`src/rtl/mdio_pkg.sv`:
```
package mdio_pkg;

    localparam int FRAME_BITS = 64;
    localparam int PRE_BITS   = 32;
    localparam int WORD_W     = 16;
    localparam int TGT_W      = 10;
    localparam int IDX_W      = $clog2(FRAME_BITS);
    localparam int TA_IDX     = PRE_BITS + 2 + 2 + TGT_W;   // first turnaround bit
    localparam int DATA_IDX   = TA_IDX + 2;                 // first data bit

    typedef enum logic [1:0] {
        OPM_NONE  = 2'd0,
        OPM_READ  = 2'd1,
        OPM_WRITE = 2'd2,
        OPM_ADDR  = 2'd3
    } opmode_e;

    typedef enum logic [1:0] {
        SEL_ADDR  = 2'd0,
        SEL_WDATA = 2'd1,
        SEL_CMD   = 2'd2,
        SEL_SPARE = 2'd3
    } regsel_e;

    typedef struct packed {
        logic               exec;
        opmode_e            mode;
        logic [TGT_W-1:0]   target;
    } cmd_t;

    // Serial opcode placed after the start bits
    function automatic logic [1:0] wire_opcode(input opmode_e m);
        case (m)
            OPM_READ:  return 2'b11;
            OPM_WRITE: return 2'b01;
            default:   return 2'b00;
        endcase
    endfunction

    function automatic logic [FRAME_BITS-1:0] build_frame(
        input opmode_e            m,
        input logic [TGT_W-1:0]   tgt,
        input logic [WORD_W-1:0]  payload
    );
        return {{PRE_BITS{1'b1}}, 2'b00, wire_opcode(m), tgt, 2'b10, payload};
    endfunction

    // Half-period of the management clock in system cycles, rounded up
    function automatic int unsigned mdc_half(input int unsigned sys_hz,
                                             input int unsigned max_hz);
        longint unsigned q;
        q = (longint'(sys_hz) + 2 * longint'(max_hz) - 1) / (2 * longint'(max_hz));
        if (q < 1) q = 1;
        return int'(q);
    endfunction

endpackage

```
`src/rtl/mdio_mdc_gen.sv`:
```
module mdio_mdc_gen #(
    parameter int unsigned HALF = 2
) (
    input  logic clk,
    input  logic rst,
    input  logic run,
    output logic mdc,
    output logic rise_stb,
    output logic fall_stb
);
    localparam int CW = (HALF < 2) ? 1 : $clog2(HALF);
    localparam logic [CW-1:0] LAST = CW'(HALF - 1);

    logic [CW-1:0] cnt_q;
    logic          mdc_q;
    logic          phase_end;

    assign phase_end = run && (cnt_q == LAST);
    assign rise_stb  = phase_end && !mdc_q;
    assign fall_stb  = phase_end &&  mdc_q;
    assign mdc       = mdc_q;

    always_ff @(posedge clk) begin
        if (rst || !run) begin
            cnt_q <= '0;
            mdc_q <= 1'b0;
        end else if (phase_end) begin
            cnt_q <= '0;
            mdc_q <= ~mdc_q;
        end else begin
            cnt_q <= cnt_q + 1'b1;
        end
    end
endmodule

```
`src/rtl/mdio_cmd_regs.sv`:
```
module mdio_cmd_regs
    import mdio_pkg::*;
(
    input  logic                   clk,
    input  logic                   rst,
    input  logic                   reg_we,
    input  logic [1:0]             reg_sel,
    input  logic [WORD_W-1:0]      reg_wdata,
    input  logic                   busy,
    output logic                   start,
    output logic                   start_read,
    output logic [FRAME_BITS-1:0]  start_frame,
    output logic                   err_flag
);
    logic [WORD_W-1:0] addr_q;
    logic [WORD_W-1:0] wdata_q;
    logic              err_q;
    cmd_t              cmd;
    logic              cmd_wr;
    logic [WORD_W-1:0] payload;

    assign cmd_wr      = reg_we && (regsel_e'(reg_sel) == SEL_CMD);
    assign cmd.exec    = reg_wdata[15];
    assign cmd.mode    = opmode_e'(reg_wdata[13:12]);
    assign cmd.target  = reg_wdata[TGT_W-1:0];

    assign start       = cmd_wr && cmd.exec && (cmd.mode != OPM_NONE) && !busy;
    assign start_read  = (cmd.mode == OPM_READ);
    assign payload     = (cmd.mode == OPM_ADDR)  ? addr_q  :
                         (cmd.mode == OPM_WRITE) ? wdata_q : '0;
    assign start_frame = build_frame(cmd.mode, cmd.target, payload);
    assign err_flag    = err_q;

    always_ff @(posedge clk) begin
        if (rst) begin
            addr_q  <= '0;
            wdata_q <= '0;
            err_q   <= 1'b0;
        end else begin
            if (reg_we && regsel_e'(reg_sel) == SEL_ADDR)  addr_q  <= reg_wdata;
            if (reg_we && regsel_e'(reg_sel) == SEL_WDATA) wdata_q <= reg_wdata;
            if (cmd_wr && cmd.exec && busy)                err_q   <= 1'b1;
        end
    end
endmodule

```
`src/rtl/mdio_frame_engine.sv`:
```
module mdio_frame_engine
    import mdio_pkg::*;
(
    input  logic                   clk,
    input  logic                   rst,
    input  logic                   start,
    input  logic                   start_read,
    input  logic [FRAME_BITS-1:0]  start_frame,
    input  logic                   rise_stb,
    input  logic                   fall_stb,
    input  logic                   mdio_i,
    output logic                   busy,
    output logic                   mdio_o,
    output logic                   mdio_oe,
    output logic [WORD_W-1:0]      rd_data
);
    localparam logic [IDX_W-1:0] LAST_IDX = IDX_W'(FRAME_BITS - 1);

    logic [FRAME_BITS-1:0] shreg_q;
    logic [IDX_W-1:0]      idx_q;
    logic                  busy_q;
    logic                  rd_q;
    logic [WORD_W-1:0]     rdsh_q;
    logic [WORD_W-1:0]     rd_data_q;

    assign busy    = busy_q;
    assign mdio_o  = shreg_q[FRAME_BITS-1];
    assign mdio_oe = busy_q && !(rd_q && (idx_q >= IDX_W'(TA_IDX)));
    assign rd_data = rd_data_q;

    always_ff @(posedge clk) begin
        if (rst) begin
            shreg_q   <= '0;
            idx_q     <= '0;
            busy_q    <= 1'b0;
            rd_q      <= 1'b0;
            rdsh_q    <= '0;
            rd_data_q <= '0;
        end else if (!busy_q) begin
            if (start) begin
                shreg_q <= start_frame;
                idx_q   <= '0;
                rd_q    <= start_read;
                busy_q  <= 1'b1;
            end
        end else begin
            if (rise_stb && rd_q && (idx_q >= IDX_W'(DATA_IDX)))
                rdsh_q <= {rdsh_q[WORD_W-2:0], mdio_i};
            if (fall_stb) begin
                shreg_q <= {shreg_q[FRAME_BITS-2:0], 1'b0};
                if (idx_q == LAST_IDX) begin
                    busy_q <= 1'b0;
                    rd_q   <= 1'b0;
                    if (rd_q) rd_data_q <= rdsh_q;
                end else begin
                    idx_q <= idx_q + 1'b1;
                end
            end
        end
    end
endmodule

```
`src/rtl/mdio_c45_master.sv`:
```
module mdio_c45_master
    import mdio_pkg::*;
#(
    parameter int unsigned SYS_CLK_HZ = 10_000_000,
    parameter int unsigned MDC_MAX_HZ = 2_500_000
) (
    input  logic         clk,
    input  logic         rst,
    input  logic         reg_we,
    input  logic [1:0]   reg_sel,
    input  logic [15:0]  reg_wdata,
    output logic         busy,
    output logic         err_flag,
    output logic [15:0]  rd_data,
    output logic         mdc,
    output logic         mdio_o,
    output logic         mdio_oe,
    input  logic         mdio_i
);
    localparam int unsigned HALF = mdc_half(SYS_CLK_HZ, MDC_MAX_HZ);

    logic                  start;
    logic                  start_read;
    logic [FRAME_BITS-1:0] start_frame;
    logic                  rise_stb;
    logic                  fall_stb;

    mdio_cmd_regs u_regs (
        .clk         (clk),
        .rst         (rst),
        .reg_we      (reg_we),
        .reg_sel     (reg_sel),
        .reg_wdata   (reg_wdata),
        .busy        (busy),
        .start       (start),
        .start_read  (start_read),
        .start_frame (start_frame),
        .err_flag    (err_flag)
    );

    mdio_mdc_gen #(.HALF(HALF)) u_mdc (
        .clk      (clk),
        .rst      (rst),
        .run      (busy),
        .mdc      (mdc),
        .rise_stb (rise_stb),
        .fall_stb (fall_stb)
    );

    mdio_frame_engine u_engine (
        .clk         (clk),
        .rst         (rst),
        .start       (start),
        .start_read  (start_read),
        .start_frame (start_frame),
        .rise_stb    (rise_stb),
        .fall_stb    (fall_stb),
        .mdio_i      (mdio_i),
        .busy        (busy),
        .mdio_o      (mdio_o),
        .mdio_oe     (mdio_oe),
        .rd_data     (rd_data)
    );
endmodule

```
`config.mk`:
```
export PLATFORM = sky130hd
export DESIGN_NAME = mdio_c45_master
export DESIGN_NICKNAME = d
export VERILOG_FILES = /design/src/rtl/mdio_pkg.sv /design/src/rtl/mdio_mdc_gen.sv /design/src/rtl/mdio_cmd_regs.sv /design/src/rtl/mdio_frame_engine.sv /design/src/rtl/mdio_c45_master.sv
export SDC_FILE = /design/constraint.sdc
export NUM_CORES = 1
export LEC_CHECK = 0
export ABC_AREA = 1
export CORE_ASPECT_RATIO = 1.2
export CORE_MARGIN = 4
export CORE_UTILIZATION = 50
export CTS_CLUSTER_DIAMETER = 120
export DETAILED_ROUTE_END_ITERATION = 16
export MAX_ROUTING_LAYER = met4
export PLACE_DENSITY = 0.8
export SLEW_MARGIN = 25
export SYNTH_ARGS = -nofsm -noshare
export SYNTH_HDL_FRONTEND = slang
export SYNTH_HIERARCHICAL = 1
export SYNTH_SLANG_ARGS = --single-unit
```
`constraint.sdc`:
```
create_clock -name clk -period 5.1 [get_ports clk]
set_input_delay 1.02 -clock clk [delete_from_list [all_inputs] [get_ports clk]]
set_output_delay 1.02 -clock clk [all_outputs]
set_load 0.02 [all_outputs]
```
---- After elaboration in Yosys (flattened, before gate mapping) ----
Index checks and enable logic that the tools add are counted.
storage, ports and cells
  bits of input ports ..................... 22
  register bits ........................... 139
operators by class
  equality and inequality tests ........... 9
  add/subtract/negate cells ............... 2
  reductions and logical operators ........ 27
  bitwise gates (word level) .............. 1
  muxes and demuxes ....................... 18
  order comparisons ....................... 2
operators with widths
  operator             count
  $mux 64              3
  $mux 16              2
  $mux 6               4
  $logic_and 1x1->1    14
  $ge 6x6->1 const B   2
  $mux 1               8
  $add 6x1->6 const B  1
  $eq 2x2->1 const B   3
  $eq 6x6->1 const B   1
  $ne 2x2->1 const B   3
  $reduce_and 3->1     2
  $eq 2x1->1 const B   2
  $pmux 2 s2           1
  $reduce_and 2->1     2
  $reduce_and 4->1     1
  $reduce_bool 2->1    2
  $logic_not 1->1      3
  $logic_not 2->1      1
  $reduce_or 2->1      1
  $add 1x1->1 const B  1
  $logic_or 1x1->1     1
  $not 1->1            1

---- Logic depth before layout (Yosys ltp) ----
Gate-level depths: netlist of the first run.
  depth in word-level cells ............... 7
  gate-level depth with buffers ........... 13
  depth with buffers taken out ............ 11

---- By module ----
The synthesis of the first run kept the hierarchy.
modules (own cells, without submodules)
  module             instances  area an instance (µm²)  cells an instance
  mdio_frame_engine  1          4383.0                  572
  mdio_cmd_regs      1          1926.8                  278
  mdio_mdc_gen       1          90.1                    13

---- Least setup slack after synthesis of the first run ----
OpenSTA, ideal clock, no wires.
  path type ............................... reg2out
  start point ............................. register u_engine.busy_q, in the netlist u_engine/busy
  end point ............................... output port mdio_oe
  data required time ...................... 4.080 ns
  path buffers ............................ 3
  arrival ................................. 1.418 ns
  setup slack ............................. 2.662 ns
  stages on the path, launching flop included .. 6
  cells stage by stage .................... dfxtp_1 -> buf_6 -> inv_4 -> buf_2 -> buf_2 -> a31oi_1
between the ends
  word-level cells in the longest chain between the ends .. 1
ends and longest elaborated chain
  item                    RTL line                 source
  start, declared         mdio_frame_engine.sv:21  logic busy_q;
  start signal, assigned  mdio_frame_engine.sv:35  busy_q <= 1'b0;
  start signal, assigned  mdio_frame_engine.sv:44  busy_q <= 1'b1;
  start signal, assigned  mdio_frame_engine.sv:52  busy_q <= 1'b0;
  $logic_and 1x1->1       mdio_frame_engine.sv:28  assign mdio_oe = busy_q && !(rd_q && (idx_q >= IDX_W'(TA_IDX)));
  end, declared           mdio_c45_master.sv:17    output logic mdio_oe,
Every way passes these cells.

---- Final worst setup path of the first run ----
  start point ............................. input port reg_we
  end point ............................... register u_engine.shreg_q[57]
between the ends
  word-level cells in the longest chain between the ends .. 6
ends and longest elaborated chain
  item                            RTL line                 source
  start, declared                 mdio_c45_master.sv:9     input logic reg_we,
  $logic_and 1x1->1               mdio_cmd_regs.sv:22      assign cmd_wr = reg_we && (regsel_e'(reg_sel) == SEL_CMD);
  $logic_and 1x1->1 (3 in a row)  mdio_cmd_regs.sv:27      assign start = cmd_wr && cmd.exec && (cmd.mode != OPM_NONE) && !busy;
  net start                       mdio_c45_master.sv:22    logic start;
  $reduce_bool 2->1 (no line)     n/a
  $reduce_and 2->1 (no line)      n/a
  end signal, assigned            mdio_frame_engine.sv:41  shreg_q <= start_frame;
  end signal, assigned            mdio_frame_engine.sv:50  shreg_q <= {shreg_q[FRAME_BITS-2:0], 1'b0};
  end, declared                   mdio_frame_engine.sv:19  logic [FRAME_BITS-1:0] shreg_q;
The timed path passes the listed nets, and every way through them passes these cells.
A chain may end at the register's enable or synchronous reset.

==> results.tsv, run 1 <==
metric	value	unit
Top FF cell, synth	dfxtp_1	
Congestion Overflow GR	0	
dpl cells	999	
YS warnings	6	
GR Util All Layers	0.1773	
final net count	882	
hpwl dp	7.713	mm
Num CTS Buffers	17	
Seq/Total Area, Yosys	0.4348	
Die Wd	111.3	um
Tcrit/Tclk final	0.6272	
Post-CTS Hold Buffers	0	
met1 WL	5.943	mm
placer congestion estimate	0.8297	
DR iter-0 viols	353	
overall power	2.475	mW
layout cells sized above 1	0.06113	
pin count of the biggest net entering global routing	77	
routed len/inst	12.39	um
length of routed met3 wiring	578	um
Die H	131.9	um
CP Class	input pin to flip-flop	
final hold slack	0.4478	ns
Syn Area/Cell	7.416	sq um
clock sinks	139	
Syn Inst Count	863	
Yosys cell types	30	
n_diodes	0	
status	complete, no violations	
metal2 WL	6.105	mm
FF/Latch Area	2784	sq um
post-cts sizing count	0	
HP Class	flip-flop to flip-flop	
Reg clk slew, reported paths	0.06	ns
CTS root buf	clkbuf_16	
CP max FO	76	
Vias	5345	
drt pass-1 iters	4	
register bit total from synthesis	139	
Rows	45	
Post-CTS Repair Setup Buffers	0	
Final ANT Viol Nets	0	
post-synthesis compound-gate area fraction	0.1615	
non-filler cells in the finished layout	1031	
Leak Pwr	2.862	nW
clk buf depth	2	
Final setup viols	0	
max frequency	0.3126	GHz
area grow syn2layout	10.67	%
Power Density	349.5	nW/um^2
multi-input gate area in the final layout	2952	sq um
Rel. slew slack	0.3805	
required time worst endpoint	5.43	ns
post-synthesis xor/xnor area fraction	0	
initial antenna violation count	0	
H-tree Lvls	4	
simple-gate share of the synthesized area	0.2669	
CORE AREA	12610	sq um
clk_skew	0.008588	ns
WL final	12.77	mm
Worst Path Arrival	3.53	ns
Fin. Hold Viols	0	
top layer in use	met4	
CTS tree	built	
post-synthesis mux area share	0	
asr flop ratio synth	0	
fillers	1172	
post-DR vias/cell	5.184	
Slew @ Worst Pin	0.9278	ns
RSZ-0062 raised after global routing	false	
Setup TNS Final	0	ns
main combinational cell family by area after synthesis	simple AND/OR/NAND/NOR gates	
adder-cell share of the synthesized area	0.01173	
DRC viols	0	
Final Critical Period	3.199	ns
mapped cell area	6400	sq um
Max Slew Vio Count	0	
Starting Density	0.5074	
MaxCap Viol Count	0	
first-pass GRT wire length	21.65	mm
Die ar.	14680	sq um
final core occ	0.5616	
Post-synth EDFFs	0	
vias in the first global route	4933	
Worst-Skew Late Latency	0.41	ns
IO Pins	43	
worst vdd ir	0.0002513	V
CP startpoint kind	input pin	
CP endpoint kind	flip-flop	
port bufs	42	
[routing by layer]
layer | vias up | global-route usage
met5 | - | -
met4 | 0 | 0.05477
met3 | 13 | 0.04408
met2 | 112 | 0.2938
met1 | 2445 | 0.2130
li1 | 2775 | -
[layout make-up]
class,instances,share of cell area
clock buffer,19,0.06253
clock inverter,13,0.02031
inverter,24,0.01307
multi-input combinational,626,0.4167
sequential,139,0.3930
tap,164,0.02897
timing repair buffer,46,0.06536
[state kept, by name, indices dropped and copies added, names as in the netlist]
signal,flops
u_regs/err_flag,1
u_engine/busy,1
u_regs/addr_q,16
u_engine/idx_q,6
u_engine/shreg_q,64
u_regs/wdata_q,16
u_mdc/mdc,1
u_engine/rdsh_q,16
u_mdc/cnt_q,1
u_engine/rd_q,1
u_engine/rd_data,16
[synth_stat cells (2+ instances only)]
cell,count,share of area
conb_1,2,0.0012
buf_1,2,0.0012
buf_6,10,0.018
inv_1,19,0.011
nand2_1,209,0.12
nand3b_1,14,0.016
buf_4,50,0.059
nand4_1,18,0.018
dfxtp_1,139,0.43
a31oi_1,64,0.063
a21oi_1,22,0.017
o21ai_0,64,0.050
inv_2,4,0.0023
o21bai_1,2,0.0023
ha_1,6,0.012
nand3_1,28,0.022
nand3_4,2,0.0055
buf_2,26,0.020
nor2_1,112,0.066
nand2_2,3,0.0029
clkbuf_1,20,0.012
nor3_1,2,0.0016
o21ai_1,36,0.028
nor2_4,3,0.0053
[critical path, stage by stage]
cell and delay [ns]:
clkdlybuf4s50_1 0.46, buf_4 0.24, nand2_1 0.08, inv_1 0.07, nand2_1 0.05, nor3_1 0.32
nand2_2 0.16, nand2_4 0.43, buf_12 0.34, o21ai_0 0.13, a31oi_1 0.20
[worst paths after layout]
kind | from | cells past startpoint | to | slack (ns)
min reg2reg | u_mdc/cnt_q$_SDFF_PP0_ | 1 | u_mdc/cnt_q$_SDFF_PP0_ | 0.45
max reg2reg | u_engine/busy$_SDFF_PP0_ | 8 | u_engine/shreg_q[57]$_SDFFE_PP0P_ | 2.43
min | u_mdc/cnt_q$_SDFF_PP0_ | 1 | u_mdc/cnt_q$_SDFF_PP0_ | 0.45
max | reg_we | 11 | u_engine/shreg_q[57]$_SDFFE_PP0P_ | 1.90
[through the flow]
stage,cell area (sq um),setup slack [ns]
after global placement,6496,1.624
after floorplan,6528,2.662
final,7083,1.901
after CTS,7083,1.951
after detailed placement,6496,1.541
after global routing,7083,1.682
[power by group]
| part | leakage, nW | internal (mW) | total [mW] | switching (mW) |
|---|---|---|---|---|
| Combinational | 1.46 | 0.0545 | 0.147 | 0.0922 |
| Sequential | 1.13 | 1.12 | 1.13 | 0.0167 |
| Clock | 0.276 | 0.734 | 1.20 | 0.462 |
| Total | 2.86 | 1.90 | 2.48 | 0.570 |
[cell usage in the layout (no fill, tap or decap), drive strengths merged]
cell type and count:
buf 4, o211ai 1, bufinv 2, nand3 31, a31oi 64, nor2 117, dfxtp 139, nand3b 14
a21oi 22, o21ai 100, nor3 2, clkinv 6, conb 36, ha 6, clkinvlp 4, clkdlybuf4s50 42
nand2 213, nand4 18, o21bai 2, inv 25, clkbuf 19
[logic make-up after synthesis]
logic type | count (synthesis)
other | 2
buffers and inverters | 132
adder cells (fa/ha/maj) | 6
flip-flops | 139
AND/OR/NAND/NOR | 395
AO/OA/AOI/OAI | 189
Note: power is estimated with default switching activity, not from simulation.
==> run 2, diff against run 1 <==
Clock period 5.1 ns to 2.95 ns, I/O delays scaled along.
==> results.tsv, run 2 (synthesis results as in run 1) <==
metric	value	unit
status	complete, no violations	
DR iter-0 viols	390	
Slew @ Worst Pin	0.9097	ns
Starting Density	0.5074	
Rel. slew slack	0.3929	
Vias	5422	
CP startpoint kind	flip-flop	
leading cell types in the layout, fill and taps excluded	209 x nand2_1, 138 x dfxtp_1, 112 x nor2_1, 64 x o21ai_0, 64 x a31oi_1	
CORE AREA	12610	sq um
Die ar.	14680	sq um
final core occ	0.5768	
CP Class	flip-flop to primary output	
Tcrit/Tclk final	0.9201	
n_diodes	0	
clock sinks	139	
hpwl dp	8.230	mm
MaxCap Viol Count	0	
Leak Pwr	2.966	nW
placer congestion estimate	0.8446	
worst vdd ir	0.0003593	V
Rows	45	
routed len/inst	12.74	um
Largest register FFs	64	
r2r setup slk	0.95	ns
HP Class	flip-flop to flip-flop	
final net count	892	
Worst-Skew Late Latency	0.41	ns
Reg with most FFs	u_engine/shreg_q	
CTS tree	built	
Post-CTS Repair Setup Buffers	0	
Final setup viols	0	
post-cts sizing count	0	
clk_skew	0.007258	ns
Congestion Overflow GR	0	
Reg clk slew, reported paths	0.05	ns
pin count of the biggest net entering global routing	69	
CTS root buf	clkbuf_16	
reg-to-reg endpoint	u_engine/rdsh_q[10]$_SDFFE_PP0P_	
Fin. Hold Viols	0	
post-DR vias/cell	5.208	
r2r worst-path depth	8	
placed cell areas	6609	sq um
WL final	13.27	mm
dpl cells	1009	
worst setup path endpoint	mdio_oe	
Post-CTS Hold Buffers	0	
RSZ-0062 raised after global routing	false	
Final ANT Viol Nets	0	
overall power	4.620	mW
most common cell after layout, fill and taps aside	nand2_1	
GR Util All Layers	0.1933	
Power Density	635.1	nW/um^2
IO Pins	43	
Design Area, Final	7274	sq um
Final Critical Period	2.714	ns
Die Wd	111.3	um
Crit. Startpoint	u_engine/idx_q[0]$_SDFFE_PP0P_	
required time worst endpoint	2.36	ns
Max Slew Vio Count	0	
initial antenna violation count	0	
Worst Path Arrival	2.12	ns
Reg-to-Reg Start	u_engine/busy$_SDFF_PP0_	
DRC viols	0	
Die H	131.9	um
CP endpoint kind	primary output	
non-filler cells in the finished layout	1041	
port bufs	42	
drt pass-1 iters	7	
Num CTS Buffers	17	
max frequency	0.3684	GHz
layout cells sized above 1	0.07070	
area grow syn2layout	13.67	%
clk buf depth	2	
CP max FO	5	
vias in the first global route	5098	
first-pass GRT wire length	23.27	mm
Setup TNS Final	0	ns
H-tree Lvls	4	
run 2: changes by cell type in the layout (fill, tap and decap cells not counted), sizes merged:
cell      previous run  this run
clkbuf              19        20
inv                 25        24
buf                  4        14
clkinvlp             4         2
bufinv               2         6
clkinv               6         4
run 2: metrics by stage:
step                hold slack (ns)  setup WS [ns]
floorplan                    0.4200         0.9425
CTS                          0.4566         0.1959
global placement             0.4339         0.3259
finish                       0.4555         0.2358
global route                 0.4700        0.08780
detailed placement           0.4475         0.2481
run 2: layout make-up:
type / instances / area (sq um)
clock buffer: 20 / 446.7
clock inverter: 12 / 219.0
fill: 1182 / 5338
inverter: 24 / 92.59
multi-input combinational: 626 / 2952
sequential: 139 / 2784
tap: 164 / 205.2
timing repair buffer: 56 / 575.6
run 2: report_power, final:
group | total, mW | switching, mW | internal, mW
logic | 0.268 | 0.164 | 0.104
clock network | 2.40 | 0.791 | 1.60
registers | 1.96 | 0.0264 | 1.93
total | 4.62 | 0.982 | 3.64
run 2: per-layer routing:
metal / routed length, um / vias up / track usage
met3: 604 / 21 / 0.04270
met2: 6517 / 136 / 0.3192
li1: - / 2799 / -
met4: 210 / 0 / 0.06694
met1: 5934 / 2466 / 0.2333
met5: 0 / - / -
run 2: critical path, cell delays in order, from the launching register on:
cell and delay [ns]:
dfxtp_1 0.43, inv_1 0.08, ha_1 0.20, nor2_1 0.08, o21ai_0 0.07, a31oi_1 0.21, clkdlybuf4s50_1 0.65
run 2: worst min-delay path by stage:
stage                                       from                           end  slack, ns  cells past startpoint
CTS                 u_regs/err_flag$_SDFFE_PP0P_  u_regs/err_flag$_SDFFE_PP0P_       0.46                      2
floorplan                 u_mdc/cnt_q$_SDFF_PP0_        u_mdc/cnt_q$_SDFF_PP0_       0.42                      1
detailed placement        u_mdc/cnt_q$_SDFF_PP0_        u_mdc/cnt_q$_SDFF_PP0_       0.45                      1
global placement          u_mdc/cnt_q$_SDFF_PP0_        u_mdc/cnt_q$_SDFF_PP0_       0.43                      1
global route        u_regs/err_flag$_SDFFE_PP0P_  u_regs/err_flag$_SDFFE_PP0P_       0.47                      2
finish                    u_mdc/cnt_q$_SDFF_PP0_        u_mdc/cnt_q$_SDFF_PP0_       0.46                      1
